[src/rtl/nand_seq_pkg.sv]
package nand_seq_pkg;

    typedef enum logic [1:0] {
        CYC_CMD   = 2'd0,
        CYC_ADDR  = 2'd1,
        CYC_WDATA = 2'd2,
        CYC_RDATA = 2'd3
    } cyc_kind_e;

    typedef enum logic [1:0] {
        OP_READ     = 2'd0,
        OP_WRITE    = 2'd1,
        OP_READ_ID  = 2'd2,
        OP_MARK_BAD = 2'd3
    } nand_op_e;

    typedef enum logic [1:0] {
        PH_IDLE,
        PH_LOW,
        PH_HIGH
    } phase_e;

    typedef enum logic [3:0] {
        ST_IDLE,
        ST_WAIT_RDY,
        ST_CMD,
        ST_COL,
        ST_ROW,
        ST_CONFIRM,
        ST_FILL,
        ST_PROG,
        ST_ID_CMD,
        ST_ID_ADDR,
        ST_ID_READ,
        ST_STAT_CMD,
        ST_STAT_READ,
        ST_FLAG,
        ST_DONE
    } ctrl_state_e;

    localparam logic [11:0] SUB_STRIDE = 12'h210;
    localparam logic [11:0] SPARE_COL  = 12'h830;
    localparam logic [2:0]  SPARE_SUB  = 3'd4;

    // Column offset of a sub-page on a 2K device; indices past the spare clamp to it.
    function automatic logic [11:0] sub_column(input logic [2:0] sub);
        logic [11:0] idx;
        idx = {9'd0, sub};
        if (sub >= SPARE_SUB)
            return SPARE_COL;
        else
            return idx * SUB_STRIDE;
    endfunction

endpackage

[src/rtl/nand_bus_cycle.sv]
module nand_bus_cycle
    import nand_seq_pkg::*;
#(
    parameter int unsigned LOW_CYC  = 2,
    parameter int unsigned HIGH_CYC = 2
) (
    input  logic      clk,
    input  logic      rst_n,
    input  logic      go,
    input  cyc_kind_e kind,
    input  logic [7:0] wbyte,
    input  logic [7:0] dq_in,
    output logic      idle,
    output logic      ack,
    output logic      cle,
    output logic      ale,
    output logic      we_n,
    output logic      re_n,
    output logic [7:0] dq_out,
    output logic      dq_oe,
    output logic      rd_valid,
    output logic [7:0] rd_data
);

    localparam int unsigned PH_MAX = (LOW_CYC > HIGH_CYC) ? LOW_CYC : HIGH_CYC;
    localparam int unsigned CW     = $clog2(PH_MAX + 1);
    localparam logic [CW-1:0] LOW_LAST  = CW'(LOW_CYC - 1);
    localparam logic [CW-1:0] HIGH_LAST = CW'(HIGH_CYC - 1);

    phase_e        ph, ph_nx;
    logic [CW-1:0] cnt, cnt_nx;
    cyc_kind_e     kind_q;
    logic [7:0]    byte_q;
    logic          low_end;

    assign low_end = (ph == PH_LOW) && (cnt == LOW_LAST);

    always_comb begin
        ph_nx  = ph;
        cnt_nx = cnt;
        unique case (ph)
            PH_IDLE: begin
                if (go) begin
                    ph_nx  = PH_LOW;
                    cnt_nx = '0;
                end
            end
            PH_LOW: begin
                if (cnt == LOW_LAST) begin
                    ph_nx  = PH_HIGH;
                    cnt_nx = '0;
                end else begin
                    cnt_nx = cnt + CW'(1);
                end
            end
            PH_HIGH: begin
                if (cnt == HIGH_LAST) begin
                    ph_nx  = PH_IDLE;
                    cnt_nx = '0;
                end else begin
                    cnt_nx = cnt + CW'(1);
                end
            end
            default: begin
                ph_nx  = PH_IDLE;
                cnt_nx = '0;
            end
        endcase
    end

    always_ff @(posedge clk or negedge rst_n) begin
        if (!rst_n) begin
            ph       <= PH_IDLE;
            cnt      <= '0;
            kind_q   <= CYC_CMD;
            byte_q   <= 8'h00;
            rd_valid <= 1'b0;
            rd_data  <= 8'h00;
        end else begin
            ph       <= ph_nx;
            cnt      <= cnt_nx;
            rd_valid <= low_end && (kind_q == CYC_RDATA);
            if (ph == PH_IDLE && go) begin
                kind_q <= kind;
                byte_q <= wbyte;
            end
            if (low_end && kind_q == CYC_RDATA)
                rd_data <= dq_in;
        end
    end

    always_comb begin
        idle   = (ph == PH_IDLE);
        ack    = (ph == PH_HIGH) && (cnt == HIGH_LAST);
        cle    = (ph != PH_IDLE) && (kind_q == CYC_CMD);
        ale    = (ph != PH_IDLE) && (kind_q == CYC_ADDR);
        we_n   = !((ph == PH_LOW) && (kind_q != CYC_RDATA));
        re_n   = !((ph == PH_LOW) && (kind_q == CYC_RDATA));
        dq_oe  = (ph != PH_IDLE) && (kind_q != CYC_RDATA);
        dq_out = byte_q;
    end

    // Width tracker for the write strobe
    logic [CW:0] we_low_len;
    logic        we_was_low;
    always_ff @(posedge clk or negedge rst_n) begin
        if (!rst_n) begin
            we_low_len <= '0;
            we_was_low <= 1'b0;
        end else begin
            we_was_low <= !we_n;
            if (!we_n) we_low_len <= we_low_len + (CW+1)'(1);
            else       we_low_len <= '0;
        end
    end

    AST_LATCH_EXCL: assert property (@(posedge clk) disable iff (!rst_n) !(cle && ale));
    AST_STROBE_EXCL: assert property (@(posedge clk) disable iff (!rst_n) !(!we_n && !re_n));
    AST_DQ_HELD: assert property (@(posedge clk) disable iff (!rst_n)
        (!we_n && $past(!we_n)) |-> ($stable(dq_out) && dq_oe));
    AST_WE_PULSE_WIDTH: assert property (@(posedge clk) disable iff (!rst_n)
        (we_n && we_was_low) |-> (we_low_len == (CW+1)'(LOW_CYC)));
    AST_RD_ONE_CYCLE: assert property (@(posedge clk) disable iff (!rst_n)
        rd_valid |=> !rd_valid);

endmodule

[src/rtl/nand_op_ctrl.sv]
module nand_op_ctrl
    import nand_seq_pkg::*;
#(
    parameter logic [7:0]  CMD_READ      = 8'h00,
    parameter logic [7:0]  CMD_READ_CONF = 8'h30,
    parameter logic [7:0]  CMD_WRITE     = 8'h80,
    parameter logic [7:0]  CMD_PROGRAM   = 8'h10,
    parameter logic [7:0]  CMD_ID        = 8'h90,
    parameter logic [7:0]  CMD_STATUS    = 8'h70,
    parameter int unsigned FILL_LEN      = 528,
    parameter logic [7:0]  FILL_BYTE     = 8'hF0,
    parameter logic [2:0]  MARK_SUB      = 3'd3,
    parameter int unsigned ID_LEN        = 4,
    parameter int unsigned STAT_LEN      = 2,
    parameter int unsigned ROW_BYTES     = 3
) (
    input  logic       clk,
    input  logic       rst_n,
    input  logic       start,
    input  logic [1:0] op,
    input  logic [8*ROW_BYTES-1:0] row,
    input  logic [2:0] sub,
    input  logic       dev_2k,
    input  logic       nand_rdy,
    input  logic       eng_idle,
    input  logic       eng_ack,
    output logic       go,
    output cyc_kind_e  kind,
    output logic [7:0] wbyte,
    output logic       busy,
    output logic       done,
    output logic       flag_valid,
    output logic [7:0] flag_byte
);

    localparam int unsigned CNT_MAX = (FILL_LEN > 8) ? FILL_LEN : 8;
    localparam int unsigned CNT_W   = $clog2(CNT_MAX + 1);
    localparam logic [CNT_W-1:0] FILL_LAST = CNT_W'(FILL_LEN - 1);
    localparam logic [CNT_W-1:0] ID_LAST   = CNT_W'(ID_LEN - 1);
    localparam logic [CNT_W-1:0] STAT_LAST = CNT_W'(STAT_LEN - 1);
    localparam logic [CNT_W-1:0] ROW_LAST  = CNT_W'(ROW_BYTES - 1);

    ctrl_state_e          state, state_nx;
    logic [CNT_W-1:0]     cnt, cnt_nx;
    nand_op_e             op_q;
    logic [8*ROW_BYTES-1:0] row_q;
    logic [11:0]          col_q;
    logic                 is2k_q;
    logic [2:0]           sub_sel;

    assign sub_sel = (nand_op_e'(op) == OP_MARK_BAD) ? MARK_SUB : sub;

    // Next state: bus-cycle states advance on engine completion
    always_comb begin
        state_nx = state;
        cnt_nx   = cnt;
        unique case (state)
            ST_IDLE: if (start) state_nx = ST_WAIT_RDY;
            ST_WAIT_RDY: begin
                if (nand_rdy) begin
                    state_nx = (op_q == OP_READ_ID) ? ST_ID_CMD : ST_CMD;
                    cnt_nx   = '0;
                end
            end
            ST_CMD: if (eng_ack) state_nx = ST_COL;
            ST_COL: begin
                if (eng_ack) begin
                    if (!is2k_q || cnt == CNT_W'(1)) begin
                        state_nx = ST_ROW;
                        cnt_nx   = '0;
                    end else begin
                        cnt_nx = cnt + CNT_W'(1);
                    end
                end
            end
            ST_ROW: begin
                if (eng_ack) begin
                    if (cnt == ROW_LAST) begin
                        cnt_nx = '0;
                        unique case (op_q)
                            OP_READ:     state_nx = is2k_q ? ST_CONFIRM : ST_DONE;
                            OP_MARK_BAD: state_nx = ST_FILL;
                            default:     state_nx = ST_DONE;
                        endcase
                    end else begin
                        cnt_nx = cnt + CNT_W'(1);
                    end
                end
            end
            ST_CONFIRM: if (eng_ack) state_nx = ST_DONE;
            ST_FILL: begin
                if (eng_ack) begin
                    if (cnt == FILL_LAST) begin
                        state_nx = ST_PROG;
                        cnt_nx   = '0;
                    end else begin
                        cnt_nx = cnt + CNT_W'(1);
                    end
                end
            end
            ST_PROG:    if (eng_ack) state_nx = ST_DONE;
            ST_ID_CMD:  if (eng_ack) state_nx = ST_ID_ADDR;
            ST_ID_ADDR: begin
                if (eng_ack) begin
                    state_nx = ST_ID_READ;
                    cnt_nx   = '0;
                end
            end
            ST_ID_READ: begin
                if (eng_ack) begin
                    if (cnt == ID_LAST) begin
                        state_nx = ST_STAT_CMD;
                        cnt_nx   = '0;
                    end else begin
                        cnt_nx = cnt + CNT_W'(1);
                    end
                end
            end
            ST_STAT_CMD: if (eng_ack) state_nx = ST_STAT_READ;
            ST_STAT_READ: begin
                if (eng_ack) begin
                    if (cnt == STAT_LAST) begin
                        state_nx = ST_FLAG;
                        cnt_nx   = '0;
                    end else begin
                        cnt_nx = cnt + CNT_W'(1);
                    end
                end
            end
            ST_FLAG: state_nx = ST_DONE;
            ST_DONE: state_nx = ST_IDLE;
            default: state_nx = ST_IDLE;
        endcase
    end

    // State register and request latches
    always_ff @(posedge clk or negedge rst_n) begin
        if (!rst_n) begin
            state  <= ST_IDLE;
            cnt    <= '0;
            op_q   <= OP_READ;
            row_q  <= '0;
            col_q  <= '0;
            is2k_q <= 1'b0;
        end else begin
            state <= state_nx;
            cnt   <= cnt_nx;
            if (state == ST_IDLE && start) begin
                op_q   <= nand_op_e'(op);
                row_q  <= row;
                col_q  <= sub_column(sub_sel);
                is2k_q <= dev_2k;
            end
        end
    end

    // Outputs
    always_comb begin
        go         = 1'b0;
        kind       = CYC_CMD;
        wbyte      = 8'h00;
        busy       = 1'b1;
        done       = 1'b0;
        flag_valid = 1'b0;
        flag_byte  = {7'd0, is2k_q};
        unique case (state)
            ST_IDLE:     busy = 1'b0;
            ST_WAIT_RDY: ;
            ST_CMD: begin
                go    = eng_idle;
                wbyte = (op_q == OP_READ) ? CMD_READ : CMD_WRITE;
            end
            ST_COL: begin
                go    = eng_idle;
                kind  = CYC_ADDR;
                if (is2k_q)
                    wbyte = (cnt == '0) ? col_q[7:0] : {4'h0, col_q[11:8]};
            end
            ST_ROW: begin
                go    = eng_idle;
                kind  = CYC_ADDR;
                wbyte = row_q[8*cnt[1:0] +: 8];
            end
            ST_CONFIRM: begin
                go    = eng_idle;
                wbyte = CMD_READ_CONF;
            end
            ST_FILL: begin
                go    = eng_idle;
                kind  = CYC_WDATA;
                wbyte = FILL_BYTE;
            end
            ST_PROG: begin
                go    = eng_idle;
                wbyte = CMD_PROGRAM;
            end
            ST_ID_CMD: begin
                go    = eng_idle;
                wbyte = CMD_ID;
            end
            ST_ID_ADDR: begin
                go    = eng_idle;
                kind  = CYC_ADDR;
            end
            ST_ID_READ, ST_STAT_READ: begin
                go    = eng_idle;
                kind  = CYC_RDATA;
            end
            ST_STAT_CMD: begin
                go    = eng_idle;
                wbyte = CMD_STATUS;
            end
            ST_FLAG:  flag_valid = 1'b1;
            ST_DONE: begin
                busy = 1'b0;
                done = 1'b1;
            end
            default: busy = 1'b0;
        endcase
    end

    // Tracks whether ready has been sampled since the request was taken
    logic rdy_seen;
    always_ff @(posedge clk or negedge rst_n) begin
        if (!rst_n)                                 rdy_seen <= 1'b0;
        else if (state == ST_IDLE)                  rdy_seen <= 1'b0;
        else if (state == ST_WAIT_RDY && nand_rdy)  rdy_seen <= 1'b1;
    end

    AST_GO_AFTER_READY: assert property (@(posedge clk) disable iff (!rst_n) go |-> rdy_seen);
    AST_START_IGNORED: assert property (@(posedge clk) disable iff (!rst_n)
        (start && (busy || done)) |=> ($stable(op_q) && $stable(row_q) && $stable(col_q)));
    AST_DONE_PULSE: assert property (@(posedge clk) disable iff (!rst_n) done |=> (!done && !busy));
    AST_FILL_BOUND: assert property (@(posedge clk) disable iff (!rst_n)
        (state == ST_FILL) |-> (cnt <= FILL_LAST));
    AST_BUSY_RISE: assert property (@(posedge clk) disable iff (!rst_n)
        (start && !busy && !done) |=> busy);

endmodule

[src/rtl/nand_seq.sv]
module nand_seq
    import nand_seq_pkg::*;
#(
    parameter int unsigned LOW_CYC       = 2,
    parameter int unsigned HIGH_CYC      = 2,
    parameter logic [7:0]  CMD_READ      = 8'h00,
    parameter logic [7:0]  CMD_READ_CONF = 8'h30,
    parameter logic [7:0]  CMD_WRITE     = 8'h80,
    parameter logic [7:0]  CMD_PROGRAM   = 8'h10,
    parameter logic [7:0]  CMD_ID        = 8'h90,
    parameter logic [7:0]  CMD_STATUS    = 8'h70,
    parameter int unsigned FILL_LEN      = 528,
    parameter logic [7:0]  FILL_BYTE     = 8'hF0
) (
    input  logic        clk,
    input  logic        rst_n,
    input  logic        start,
    input  logic [1:0]  op,
    input  logic [23:0] row,
    input  logic [2:0]  sub_idx,
    input  logic        dev_2k,
    output logic        busy,
    output logic        done,
    output logic        rd_valid,
    output logic [7:0]  rd_data,
    output logic        nand_cle,
    output logic        nand_ale,
    output logic        nand_we_n,
    output logic        nand_re_n,
    output logic [7:0]  nand_dq_out,
    output logic        nand_dq_oe,
    input  logic [7:0]  nand_dq_in,
    input  logic        nand_rdy
);

    logic       eng_go, eng_idle, eng_ack, eng_rd_valid, flag_valid;
    cyc_kind_e  eng_kind;
    logic [7:0] eng_wbyte, eng_rd_data, flag_byte;

    nand_op_ctrl #(
        .CMD_READ      (CMD_READ),
        .CMD_READ_CONF (CMD_READ_CONF),
        .CMD_WRITE     (CMD_WRITE),
        .CMD_PROGRAM   (CMD_PROGRAM),
        .CMD_ID        (CMD_ID),
        .CMD_STATUS    (CMD_STATUS),
        .FILL_LEN      (FILL_LEN),
        .FILL_BYTE     (FILL_BYTE),
        .MARK_SUB      (3'd3),
        .ID_LEN        (4),
        .STAT_LEN      (2),
        .ROW_BYTES     (3)
    ) u_ctrl (
        .clk        (clk),
        .rst_n      (rst_n),
        .start      (start),
        .op         (op),
        .row        (row),
        .sub        (sub_idx),
        .dev_2k     (dev_2k),
        .nand_rdy   (nand_rdy),
        .eng_idle   (eng_idle),
        .eng_ack    (eng_ack),
        .go         (eng_go),
        .kind       (eng_kind),
        .wbyte      (eng_wbyte),
        .busy       (busy),
        .done       (done),
        .flag_valid (flag_valid),
        .flag_byte  (flag_byte)
    );

    nand_bus_cycle #(
        .LOW_CYC  (LOW_CYC),
        .HIGH_CYC (HIGH_CYC)
    ) u_cycle (
        .clk      (clk),
        .rst_n    (rst_n),
        .go       (eng_go),
        .kind     (eng_kind),
        .wbyte    (eng_wbyte),
        .dq_in    (nand_dq_in),
        .idle     (eng_idle),
        .ack      (eng_ack),
        .cle      (nand_cle),
        .ale      (nand_ale),
        .we_n     (nand_we_n),
        .re_n     (nand_re_n),
        .dq_out   (nand_dq_out),
        .dq_oe    (nand_dq_oe),
        .rd_valid (eng_rd_valid),
        .rd_data  (eng_rd_data)
    );

    // The flag byte state follows the last read cycle's completion, so the two sources never overlap
    assign rd_valid = eng_rd_valid | flag_valid;
    assign rd_data  = flag_valid ? flag_byte : eng_rd_data;

    AST_RD_SOURCES: assert property (@(posedge clk) disable iff (!rst_n) !(eng_rd_valid && flag_valid));

endmodule

[config.mk]
export PLATFORM = sky130hd
export DESIGN_NAME = nand_seq
export DESIGN_NICKNAME = d
export VERILOG_FILES = /design/src/rtl/nand_seq_pkg.sv /design/src/rtl/nand_bus_cycle.sv /design/src/rtl/nand_op_ctrl.sv /design/src/rtl/nand_seq.sv
export SDC_FILE = /design/constraint.sdc
export NUM_CORES = 1
export LEC_CHECK = 0
export ABC_AREA = 1
export BUFFER_PORTS_ARGS = -buffer_cell sky130_fd_sc_hd__buf_2
export CORE_AREA = 2 2 112 81
export DETAILED_ROUTE_END_ITERATION = 8
export DIE_AREA = 0 0 114 83
export PLACE_DENSITY = 0.77
export SETUP_SLACK_MARGIN = 0.4
export SLEW_MARGIN = 20
export SYNTH_ARGS = -nofsm -noshare
export SYNTH_HDL_FRONTEND = slang
export SYNTH_SLANG_ARGS = --single-unit
export TNS_END_PERCENT = 50
[constraint.sdc]
create_clock -name clk -period 2.1 [get_ports clk]
set_clock_uncertainty 0.05 [all_clocks]
set_input_delay 0.315 -clock clk [delete_from_list [all_inputs] [get_ports clk]]
set_output_delay 0.315 -clock clk [all_outputs]
set_load 0.01 [all_outputs]
==> results of run 1 <==
## area by class of cell
| type | count | area, µm² | area share, % |
|---|---|---|---|
| Inverter | 70 | 303 | 5.53 |
| Clock inverter | 5 | 60.1 | 1.10 |
| Tap cell | 105 | 131 | 2.40 |
| Timing Repair Buffer | 106 | 771 | 14.1 |
| Multi-Input combinational cell | 423 | 2210 | 40.4 |
| Sequential cell | 70 | 1760 | 32.1 |
| Clock buffer | 10 | 239 | 4.36 |
## path summary, 6_finish.rpt
kind | slack (ps) | from | to | depth (start not counted)
min in group asynchronous | 470 | rst_n | u_ctrl.cnt[6] | 3
max in group asynchronous | 1190 | rst_n | u_ctrl.row_q[7] | 3
setup / recovery | 180 | u_ctrl.state[0] | busy | 8
hold reg to reg | 430 | u_ctrl.row_q[8] | u_ctrl.row_q[8] | 2
hold / removal | 130 | row[21] | u_ctrl.row_q[21] | 3
setup reg to reg | 190 | u_ctrl.state[0] | u_ctrl.cnt[1] | 12
## placed cells by master, fill, tap and decap left out, drive strengths merged
cell,instances
or2,3
nor3,5
o22ai,1
nor2,62
a21boi,1
inv,67
clkbuf,11
clkinvlp,1
o211ai,2
o21ai,51
ha,11
dfrtp,70
a311oi,1
xor2,2
bufinv,1
mux2,1
o21a,3
buf,104
a22oi,2
dlygate4sd3,1
nand4,4
a21oi,14
clkinv,6
nand3,36
o21bai,1
nand2,223
## metal layers
metal	up-vias	track usage [%]	part of all wire, %
li1	2008	-	-
met1	1977	33.8	43
met2	186	37.7	47
met3	41	4.96	7.8
met4	0	7.21	2.5
met5	-	0	0
## sequential cells by signal (all words and copies together) (netlist names), 2 cells and up
| register | cells |
|---|---|
| u_ctrl.row_q | 24 |
| u_ctrl.cnt | 10 |
| u_cycle.dq_out | 8 |
| u_cycle.rd_data | 8 |
| u_ctrl.col_q | 6 |
| u_ctrl.state | 4 |
| u_ctrl.op_q | 2 |
| u_cycle.cnt | 2 |
| u_cycle.kind_q | 2 |
| u_cycle.ph | 2 |
## tightest hold or removal path, cell delays in order
cell and delay (ps):
sky130_fd_sc_hd__buf_2 70, sky130_fd_sc_hd__nand2_1 40, sky130_fd_sc_hd__nand2_1 50
## cells by family (layout without fill, tap and decap cells)
group,count (synthesis),in the layout,share of synthesized area (%)
adders and majority gates,11,11,3.36
AOI/OAI and AO/OA,76,76,10.6
buffers and inverters,83,191,8.42
xor gates and xnor gates,2,2,0.427
muxes,1,1,0.275
and+or+nand+nor,333,333,34.2
DFF,70,70,42.7
## power breakdown
| group | switching [µW] | total (µW) | internal [µW] |
|---|---|---|---|
| logic | 2600 | 4440 | 1840 |
| registers | 391 | 2270 | 1870 |
| clock network | 590 | 1540 | 946 |
| total | 3580 | 8250 | 4660 |
## timing repair
action / CTS / global route
setup buffers: 20 / 8
hold endpoints to repair: 70 / 0
hold buffers: 1 / 0
cloned: 0 / 1
pin swaps: 9 / 18
endpoints found under the setup margin: 71 / 73
gates resized for setup: 36 / 67
## metrics by stage
stage | instance area [µm²] | total power (µW)
2_1_floorplan | 4100 | 4480
3_3_place_gp | 4580 | 5330
6_report | 5480 | 8250
5_1_grt | 5480 | 8780
4_1_cts | 5150 | 7560
3_5_place_dp | 4580 | 5410
==> metrics.txt, run 1 <==
type of the worst min-delay path=input port to flip-flop; overall global routing resource usage=24.1%; final slew viol count=0; critical path endpoint category=primary output; clock tree from TritonCTS=yes; signal arrival time at the worst endpoint=1560 ps; dominant register cell in the synthesized netlist=sky130_fd_sc_hd__dfrtp_1; number of antenna violations at the first check in global routing=0; power density over cell area=1510 mW/mm²; syn avg cell area=7.12 µm²; Boundary Pins=66; sequential element share of the synthesized area=42.7%; clock tree root buffer cell=sky130_fd_sc_hd__clkbuf_16; Vert. Die Dim=83 µm; register clock-pin slew on the reported worst setup and hold paths=60 ps; DRC violation count after routing=0; area share of the largest cell type after synthesis=42.7%; Worst Tran Pin Value=394 ps; floorplan die area=0.00946 mm²; clock insertion delay at the later pin of the skew report=340 ps; H-tree depth=3; post-synthesis cell area=0.00410 mm²; number of max-cap violations=0; starting utilization of the core area=49.2%; clk sinks=70; final count of hold timing violations=0; outcome=completed; wire length of the first global-routing pass=18200 µm; unrepaired setup endpoints after global routing=yes; placed wire-length estimate=7680 µm; cell types with the largest area share after synthesis=sky130_fd_sc_hd__dfrtp_1, sky130_fd_sc_hd__nand2_1, sky130_fd_sc_hd__o21ai_0, sky130_fd_sc_hd__inv_1, sky130_fd_sc_hd__nor2_1; detailed-router iteration count before antenna repair=6; setup tns final=0 ps; number of vias per cell after detailed routing=5.34; buffer depth of the longest clock path=2; number of instances in the synthesized netlist=576; worst-case hold slack=127 ps; width of the die=114 µm; most instantiated cells after synthesis=sky130_fd_sc_hd__nand2_1, sky130_fd_sc_hd__dfrtp_1, sky130_fd_sc_hd__inv_1; number of rows in the core area=28; share of flip-flops with an asynchronous set or reset after synthesis=100%; Worst path top cell family by delay=flip-flops; post-detailed-route wirelength per cell=14.8 µm; slew margin rel.=73.7%; LEAKAGE=0.00295 µW; startpoint types=flip-flop; via count of the first global-routing pass=3803; Setup-failing EPs final=0; core box area=0.00834 mm²; share of the clock period used by the worst path=91.5%; number of buffers inserted during clock tree synthesis=9; largest fanout of any net on the critical path=4; wire length reported by the detailed router=11700 µm; number of antenna cells inserted=0; placed cells=744; gpl congestion=0.987; unique cell type count in the Yosys netlist=36; worst setup slack after layout=179 ps; cell with the most instances after synthesis=sky130_fd_sc_hd__nand2_1; DRT antenna net count=0; area added between synthesis and finish=33.5%; number of enable flip-flop cells after synthesis=0; Filler Cells Inserted=683; Worst path max stage delay=470 ps; clock period minus final worst setup slack=1920 ps; Worst path slowest cell=sky130_fd_sc_hd__dfrtp_2; Yosys reg bits=70; port bufs=65; Final Instance Count excl. Fillers=789; cell type with the largest total area after synthesis=sky130_fd_sc_hd__dfrtp_1; highest clock frequency the design can meet=0.521 GHz; DRC marker count from the first detailed-route iteration=285; worst-case setup slack after placement=150 ps; worst endpoint required time=1740 ps; Via Count=4212; worst vdd ir=0.750 mV; nets in the synthesized netlist=629; final global-route overflow total=0; largest net degree at the start of global routing=71; buffers and inverters on the worst path=5; Yosys Warn Count=0; fraction of final layout cells sized beyond drive strength 1=30.3%; post-layout utilization of the core=65.7%; net count of the finished layout=733; worst setup path category=flip-flop to primary output; sequence of cells on the critical path=buf_6, nor2_4, inv_2, nor2_4, inv_2, nand2_1, inv_1, buf_2
No activity file was read; power rests on OpenSTA's default activity.
==> run 2, diff against run 1 <==
--- a/config.mk
+++ b/config.mk
@@ -5,13 +5,13 @@
 export SDC_FILE = /design/constraint.sdc
 export NUM_CORES = 1
 export LEC_CHECK = 0
-export ABC_AREA = 1
 export BUFFER_PORTS_ARGS = -buffer_cell sky130_fd_sc_hd__buf_2
-export CORE_AREA = 2 2 112 81
+export CORE_AREA = 2 2 108 79
 export DETAILED_ROUTE_END_ITERATION = 8
-export DIE_AREA = 0 0 114 83
-export PLACE_DENSITY = 0.77
+export DIE_AREA = 0 0 110 81
+export PLACE_DENSITY = 0.71
 export SETUP_SLACK_MARGIN = 0.4
+export SKIP_CTS_REPAIR_TIMING = 1
 export SLEW_MARGIN = 20
 export SYNTH_ARGS = -nofsm -noshare
 export SYNTH_HDL_FRONTEND = slang
==> metrics.txt, run 2 <==
wire length reported by the detailed router=9840 µm (was 11700 µm); sequence of cells on the critical path=or4_4, o31ai_4, o2111a_2, nand2_2, a211oi_4, mux2_4 (was buf_6, nor2_4, inv_2, nor2_4, inv_2, nand2_1, inv_1, buf_2); sequential element share of the synthesized area=45.9% (was 42.7%); number of max-cap violations=0 (unchanged); clock period minus final worst setup slack=2370 ps (was 1920 ps); post-detailed-route wirelength per cell=15.9 µm (was 14.8 µm); Pwr Total=3040 µW (was 8250 µW); clock tree root buffer cell=sky130_fd_sc_hd__clkbuf_8 (was sky130_fd_sc_hd__clkbuf_16); clock tree from TritonCTS=yes (unchanged); most instantiated cells after synthesis=sky130_fd_sc_hd__dfrtp_1, sky130_fd_sc_hd__nand2_1, sky130_fd_sc_hd__mux2_2 (was sky130_fd_sc_hd__nand2_1, sky130_fd_sc_hd__dfrtp_1, sky130_fd_sc_hd__inv_1); net count of the finished layout=563 (was 733); leading cell type in the layout, fill and taps excluded=sky130_fd_sc_hd__dfrtp_1 (was sky130_fd_sc_hd__nand2_1); register clock-pin slew on the reported worst setup and hold paths=80 ps (was 60 ps); post-route standard cell area excluding fillers=0.00516 mm² (was 0.00548 mm²); DRC marker count from the first detailed-route iteration=289 (was 285); starting utilization of the core area=47.6% (was 49.2%); Largest regs=u_ctrl.row_q: 24 flops, u_ctrl.cnt: 10 flops (unchanged); number of enable flip-flop cells after synthesis=0 (unchanged); final global-route overflow total=0 (unchanged); wire length of the first global-routing pass=15100 µm (was 18200 µm); gpl congestion=0.946 (was 0.987); power density over cell area=588 mW/mm² (was 1510 mW/mm²); worst vdd ir=0.493 mV (was 0.750 mV); number of instances on the worst hold path=2 (was 3); Worst path top cell family by delay=compound AO/OA/AOI/OAI gates (was flip-flops); syn avg cell area=9.99 µm² (was 7.12 µm²); final slew viol count=0 (unchanged); critical path endpoint category=flip-flop (was primary output); Worst path max stage delay=570 ps (was 470 ps); cell with the most instances after synthesis=sky130_fd_sc_hd__dfrtp_1 (was sky130_fd_sc_hd__nand2_1); number of buffers inserted during clock tree synthesis=9 (unchanged); worst-case setup slack after placement=-200 ps (was 150 ps); floorplan die area=0.00891 mm² (was 0.00946 mm²); unique cell type count in the Yosys netlist=53 (was 36); post-synthesis cell area=0.00382 mm² (was 0.00410 mm²); via count of the first global-routing pass=3168 (was 3803); port bufs=65 (unchanged); worst-case hold slack=137 ps (was 127 ps); clk sinks=70 (unchanged); LEAKAGE=0.00244 µW (was 0.00295 µW); dominant register cell in the synthesized netlist=sky130_fd_sc_hd__dfrtp_1 (unchanged); placed wire-length estimate=6910 µm (was 7680 µm); number of vias per cell after detailed routing=5.46 (was 5.34); H-tree depth=3 (unchanged); flip-flop count of the largest register, all copies and words added=24 (unchanged); startpoint types=flip-flop (unchanged); number of antenna violations at the first check in global routing=0 (unchanged); core box area=0.00802 mm² (was 0.00834 mm²); fraction of final layout cells sized beyond drive strength 1=44.9% (was 30.3%); nets in the synthesized netlist=435 (was 629); Worst Tran Pin Value=391 ps (was 394 ps); setup tns final=-2710 ps (was 0 ps); clock insertion delay at the later pin of the skew report=350 ps (was 340 ps); Yosys Warn Count=0 (unchanged); depth of the most critical reg-to-reg path=6 (was 12); DRC violation count after routing=0 (unchanged); overall global routing resource usage=22.0% (was 24.1%); register bank with the most flops=u_ctrl.row_q (unchanged); worst setup path category=flip-flop to flip-flop (was flip-flop to primary output); signal arrival time at the worst endpoint=2550 ps (was 1560 ps); Vert. Die Dim=81 µm (was 83 µm); worst endpoint required time=2290 ps (was 1740 ps); Setup-failing EPs final=23 (was 0); number of instances in the synthesized netlist=382 (was 576); cell type with the largest total area after synthesis=sky130_fd_sc_hd__dfrtp_1 (unchanged); failing checks=setup timing; buffer depth of the longest clock path=2 (unchanged); outcome=complete, but fails checks (was completed); area added between synthesis and finish=35.3% (was 33.5%); number of gates on the worst path with buffers counted=6 (was 8); final count of hold timing violations=0 (unchanged); unrepaired setup endpoints after global routing=yes (unchanged); Placement Cell Area=0.00470 mm² (was 0.00458 mm²); share of the clock period used by the worst path=113% (was 91.5%); width of the die=110 µm (was 114 µm); Via Count=3382 (was 4212); share of flip-flops with an asynchronous set or reset after synthesis=100% (unchanged); highest clock frequency the design can meet=0.422 GHz (was 0.521 GHz); worst setup slack after layout=-268 ps (was 179 ps); largest net degree at the start of global routing=71 (unchanged); area share of the largest cell type after synthesis=45.9% (was 42.7%); slew margin rel.=73.7% (about the same); Yosys reg bits=70 (unchanged); buffers and inverters on the worst path=0 (was 5); number of rows in the core area=28 (unchanged); DRT antenna net count=0 (unchanged); cell types with the largest area share after synthesis=sky130_fd_sc_hd__dfrtp_1, sky130_fd_sc_hd__mux2_2, sky130_fd_sc_hd__o21ai_0, sky130_fd_sc_hd__nand2_1, sky130_fd_sc_hd__ha_1 (was sky130_fd_sc_hd__dfrtp_1, sky130_fd_sc_hd__nand2_1, sky130_fd_sc_hd__o21ai_0, sky130_fd_sc_hd__inv_1, sky130_fd_sc_hd__nor2_1); number of antenna cells inserted=0 (unchanged); detailed-router iteration count before antenna repair=5 (was 6); Boundary Pins=66 (unchanged); type of the worst min-delay path=input port to flip-flop (unchanged); largest fanout of any net on the critical path=3 (was 4); Worst path slowest cell=sky130_fd_sc_hd__or4_4 (was sky130_fd_sc_hd__dfrtp_2); leading cell types in the layout, fill and taps excluded=sky130_fd_sc_hd__dfrtp_1, sky130_fd_sc_hd__buf_2, sky130_fd_sc_hd__buf_4, sky130_fd_sc_hd__nand2_1, sky130_fd_sc_hd__mux2_2 (was sky130_fd_sc_hd__nand2_1, sky130_fd_sc_hd__buf_2, sky130_fd_sc_hd__dfrtp_1, sky130_fd_sc_hd__inv_1, sky130_fd_sc_hd__nor2_1)
## run 2: changes by cell type in the layout (fill, tap and decap cells not counted), moves of 8 or more
cell                        before  now
sky130_fd_sc_hd__nor2_1         47   12
sky130_fd_sc_hd__nand2_1       195   41
sky130_fd_sc_hd__nand2_4        10    1
sky130_fd_sc_hd__mux2_2          1   37
sky130_fd_sc_hd__and2_1          0   10
sky130_fd_sc_hd__nand3_1        34    4
sky130_fd_sc_hd__clkbuf_16      10    0
sky130_fd_sc_hd__clkbuf_8        1    9
sky130_fd_sc_hd__inv_1          53   17
sky130_fd_sc_hd__buf_4          22   62
sky130_fd_sc_hd__nand2_2        18    4
sky130_fd_sc_hd__o21ai_0        42   26
sky130_fd_sc_hd__mux2i_1         0   10
## run 2: final cells by class
class                      count  area [µm²]
clock inverter                 6        71.3
multi-input combinational    273        2080
sequential                    70        1750
inverter                      19        71.3
tap                          105         131
clock buffer                   9         124
fill                         627        2860
timing repair buffer         137         928
## run 2: final timing paths
path	to	startpoint	slack, ps
min	u_ctrl.row_q[4]	row[4]	140
max reg2reg	u_ctrl.state[0]	u_ctrl.cnt[5]	-270
min in group asynchronous	u_cycle.ph[0]	rst_n	450
max in group asynchronous	u_ctrl.state[1]	rst_n	1240
max	u_ctrl.state[0]	u_ctrl.cnt[5]	-270
min reg2reg	u_cycle.dq_out[7]	u_cycle.dq_out[7]	430
## run 2: logic make-up after synthesis
| logic type | after synthesis | share of synthesized area (%) |
|---|---|---|
| AO/OA/AOI/OAI | 92 | 15.9 |
| flip-flops | 70 | 45.9 |
| adder cells (fa/ha/maj) | 11 | 3.61 |
| AND/OR/NAND/NOR | 119 | 15.7 |
| buffers and inverters | 39 | 4.03 |
| multiplexers | 50 | 14.6 |
| XOR/XNOR | 1 | 0.230 |
## run 2: metal layers
layer | wire length, µm | global-route usage (%)
met2 | 4510 | 33.9
met4 | 102 | 3.80
met5 | 0 | 0
met1 | 4610 | 31.9
met3 | 618 | 5.54
## run 2: power breakdown
group          switching (µW)  internal [µW]
Sequential               40.9           1410
Clock                     565            550
Combinational             226            246
## run 2: stage by stage
step	util, %	std cells
2_1_floorplan	-	382
3_5_place_dp	58.6	590
3_3_place_gp	58.6	590
6_report	64.4	619
4_1_cts	61.1	605
5_1_grt	64.4	619
==> run 3, diff against run 2 <==
--- a/config.mk
+++ b/config.mk
@@ -10,8 +10,8 @@
 export DETAILED_ROUTE_END_ITERATION = 8
 export DIE_AREA = 0 0 110 81
 export PLACE_DENSITY = 0.71
+export REMOVE_ABC_BUFFERS = 1
 export SETUP_SLACK_MARGIN = 0.4
-export SKIP_CTS_REPAIR_TIMING = 1
 export SLEW_MARGIN = 20
 export SYNTH_ARGS = -nofsm -noshare
 export SYNTH_HDL_FRONTEND = slang
==> metrics.txt, run 3 (synthesis gave the netlist of run 2 again) <==
number of max-cap violations=0 (unchanged); number of buffers inserted during clock tree synthesis=9 (unchanged); unrepaired setup endpoints after global routing=yes (unchanged); flip-flop count of the largest register, all copies and words added=24 (unchanged); worst setup slack after layout=-211 ps (was -268 ps); Via Count=3790 (was 3382); wire length of the first global-routing pass=17600 µm (was 15100 µm); critical path endpoint category=flip-flop (unchanged); total area of multi-input combinational cells=0.00245 mm² (was 0.00208 mm²); failing checks=setup timing (unchanged); final global-route overflow total=0 (unchanged); DRT antenna net count=0 (unchanged); startpoint types=flip-flop (unchanged); LEAKAGE=0.00286 µW (was 0.00244 µW); DRC violation count after routing=0 (unchanged); worst endpoint required time=2310 ps (was 2290 ps); port bufs=65 (unchanged); largest net degree at the start of global routing=71 (unchanged); leading cell type in the layout, fill and taps excluded=sky130_fd_sc_hd__dfrtp_1 (unchanged); Vert. Die Dim=81 µm (unchanged); Filler Cells Inserted=485 (was 627); area added between synthesis and finish=55.1% (was 35.3%); worst-case setup slack after placement=-238 ps (was -200 ps); Setup-failing EPs final=14 (was 23); worst vdd ir=0.393 mV (was 0.493 mV); clock period minus final worst setup slack=2310 ps (was 2370 ps); register clock-pin slew on the reported worst setup and hold paths=90 ps (was 80 ps); highest clock frequency the design can meet=0.433 GHz (was 0.422 GHz); Worst Tran Pin Value=399 ps (was 391 ps); Boundary Pins=66 (unchanged); number of antenna cells inserted=0 (unchanged); signal arrival time at the worst endpoint=2520 ps (was 2550 ps); number of rows in the core area=28 (unchanged); slew margin rel.=73.4% (was 73.7%); floorplan die area=0.00891 mm² (unchanged); starting utilization of the core area=47.6% (unchanged); outcome=complete, but fails checks (unchanged); final slew viol count=0 (unchanged); worst setup path category=flip-flop to flip-flop (unchanged); buffer depth of the longest clock path=2 (unchanged); width of the die=110 µm (unchanged); type of the worst min-delay path=input port to flip-flop (unchanged); worst-case hold slack=126 ps (was 137 ps); overall global routing resource usage=26.0% (was 22.0%); clock tree root buffer cell=sky130_fd_sc_hd__clkbuf_8 (unchanged); number of antenna violations at the first check in global routing=0 (unchanged); number of vias per cell after detailed routing=5.90 (was 5.46); placed wire-length estimate=6900 µm (was 6910 µm); fraction of final layout cells sized beyond drive strength 1=54.6% (was 44.9%); Largest regs=u_ctrl.row_q: 24 flops, u_ctrl.cnt: 10 flops (unchanged); clock insertion delay at the later pin of the skew report=370 ps (was 350 ps); DRC marker count from the first detailed-route iteration=325 (was 289); core box area=0.00802 mm² (unchanged); final count of hold timing violations=0 (unchanged); clk sinks=70 (unchanged); leading cell types in the layout, fill and taps excluded=sky130_fd_sc_hd__dfrtp_1, sky130_fd_sc_hd__buf_4, sky130_fd_sc_hd__buf_2, sky130_fd_sc_hd__buf_6 (was sky130_fd_sc_hd__dfrtp_1, sky130_fd_sc_hd__buf_2, sky130_fd_sc_hd__buf_4, sky130_fd_sc_hd__nand2_1, sky130_fd_sc_hd__mux2_2); clock tree from TritonCTS=yes (unchanged); share of the clock period used by the worst path=110% (was 113%); via count of the first global-routing pass=3571 (was 3168); net count of the finished layout=585 (was 563); H-tree depth=3 (unchanged); post-layout utilization of the core=73.8% (was 64.4%); Storage cell area=0.00176 mm² (was 0.00175 mm²); gpl congestion=0.992 (was 0.946); post-detailed-route wirelength per cell=19.7 µm (was 15.9 µm); detailed-router iteration count before antenna repair=5 (unchanged); register bank with the most flops=u_ctrl.row_q (unchanged); largest fanout of any net on the critical path=4 (was 3); depth of the most critical reg-to-reg path=8 (was 6); number of instances on the worst hold path=2 (unchanged); wire length reported by the detailed router=12700 µm (was 9840 µm); power density over cell area=573 mW/mm² (was 588 mW/mm²)
## run 3: cell count changes in the layout (fill, tap and decap cells not counted), moves of 8 or more
| cell | change |
|---|---|
| sky130_fd_sc_hd__and2_1 | -8 |
| sky130_fd_sc_hd__and2_4 | +8 |
| sky130_fd_sc_hd__buf_2 | -10 |
| sky130_fd_sc_hd__buf_6 | +28 |
| sky130_fd_sc_hd__mux2_2 | -29 |
| sky130_fd_sc_hd__mux2_4 | +29 |
| sky130_fd_sc_hd__nand2_1 | -9 |
| sky130_fd_sc_hd__nand2_4 | +8 |
| sky130_fd_sc_hd__o21ai_0 | -9 |
| sky130_fd_sc_hd__o21ai_1 | +8 |
## run 3: repair_timing
item / in CTS / in global routing
endpoints found under the setup margin: 75 / 75
buffers inserted: 10 / 17
hold buffers: 1 / 0
gates cloned: 3 / 0
pin swaps: 17 / 38
hold endpoints to repair: 70 / 0
gates resized for setup: 89 / 102
## run 3: final cells by class
class	instances	area share (%)
clock buffers	9	2.09
clock inverters	7	1.78
inverters	19	1.20
multi-input cells	273	41.4
flip-flops and latches	70	29.7
well taps	105	2.22
repair buffers	159	21.6
## run 3: routing by layer
metal | part of all wire (%) | track usage, %
met5 | 0 | 0
met4 | 3.2 | 8.35
met3 | 7.1 | 7.30
met2 | 50 | 41.8
met1 | 40 | 33.9
## run 3: path summary, 6_finish.rpt
path | from | endpoint | slack [ps]
min reg2reg | u_cycle.dq_out[7] | u_cycle.dq_out[7] | 440
min | row[9] | u_ctrl.row_q[9] | 130
min in group asynchronous | rst_n | u_cycle.ph[1] | 420
max reg2reg | u_ctrl.cnt[7] | u_ctrl.cnt[4] | -210
max | u_ctrl.cnt[7] | u_ctrl.cnt[4] | -210
max in group asynchronous | rst_n | u_ctrl.state[2] | 1210
## run 3: metrics by stage
step                setup TNS, ps  area, µm²  std cells  total power, µW
global route                -3150       5920        642             3510
detailed placement          -1730       4690        595             1900
floorplan                   -5910       3730        362             1690
finish                      -2310       5920        642             3390
CTS                         -2400       5410        625             3280
global placement             -779       4690        595             1880
## run 3: where the power goes
group,switching (µW),total [µW],internal [µW]
logic,296,653,357
clock network,594,1280,687
registers,50.4,1460,1410
total,940,3390,2450
## run 3: critical path: stages, from the launching register on
cell and delay, ps:
sky130_fd_sc_hd__dfrtp_1 400, sky130_fd_sc_hd__or4_4 570, sky130_fd_sc_hd__o31ai_4 240, sky130_fd_sc_hd__o2111a_2 270, sky130_fd_sc_hd__buf_4 120, sky130_fd_sc_hd__and2_4 170
sky130_fd_sc_hd__buf_4 110, sky130_fd_sc_hd__o21ai_0 80, sky130_fd_sc_hd__a22o_1 200
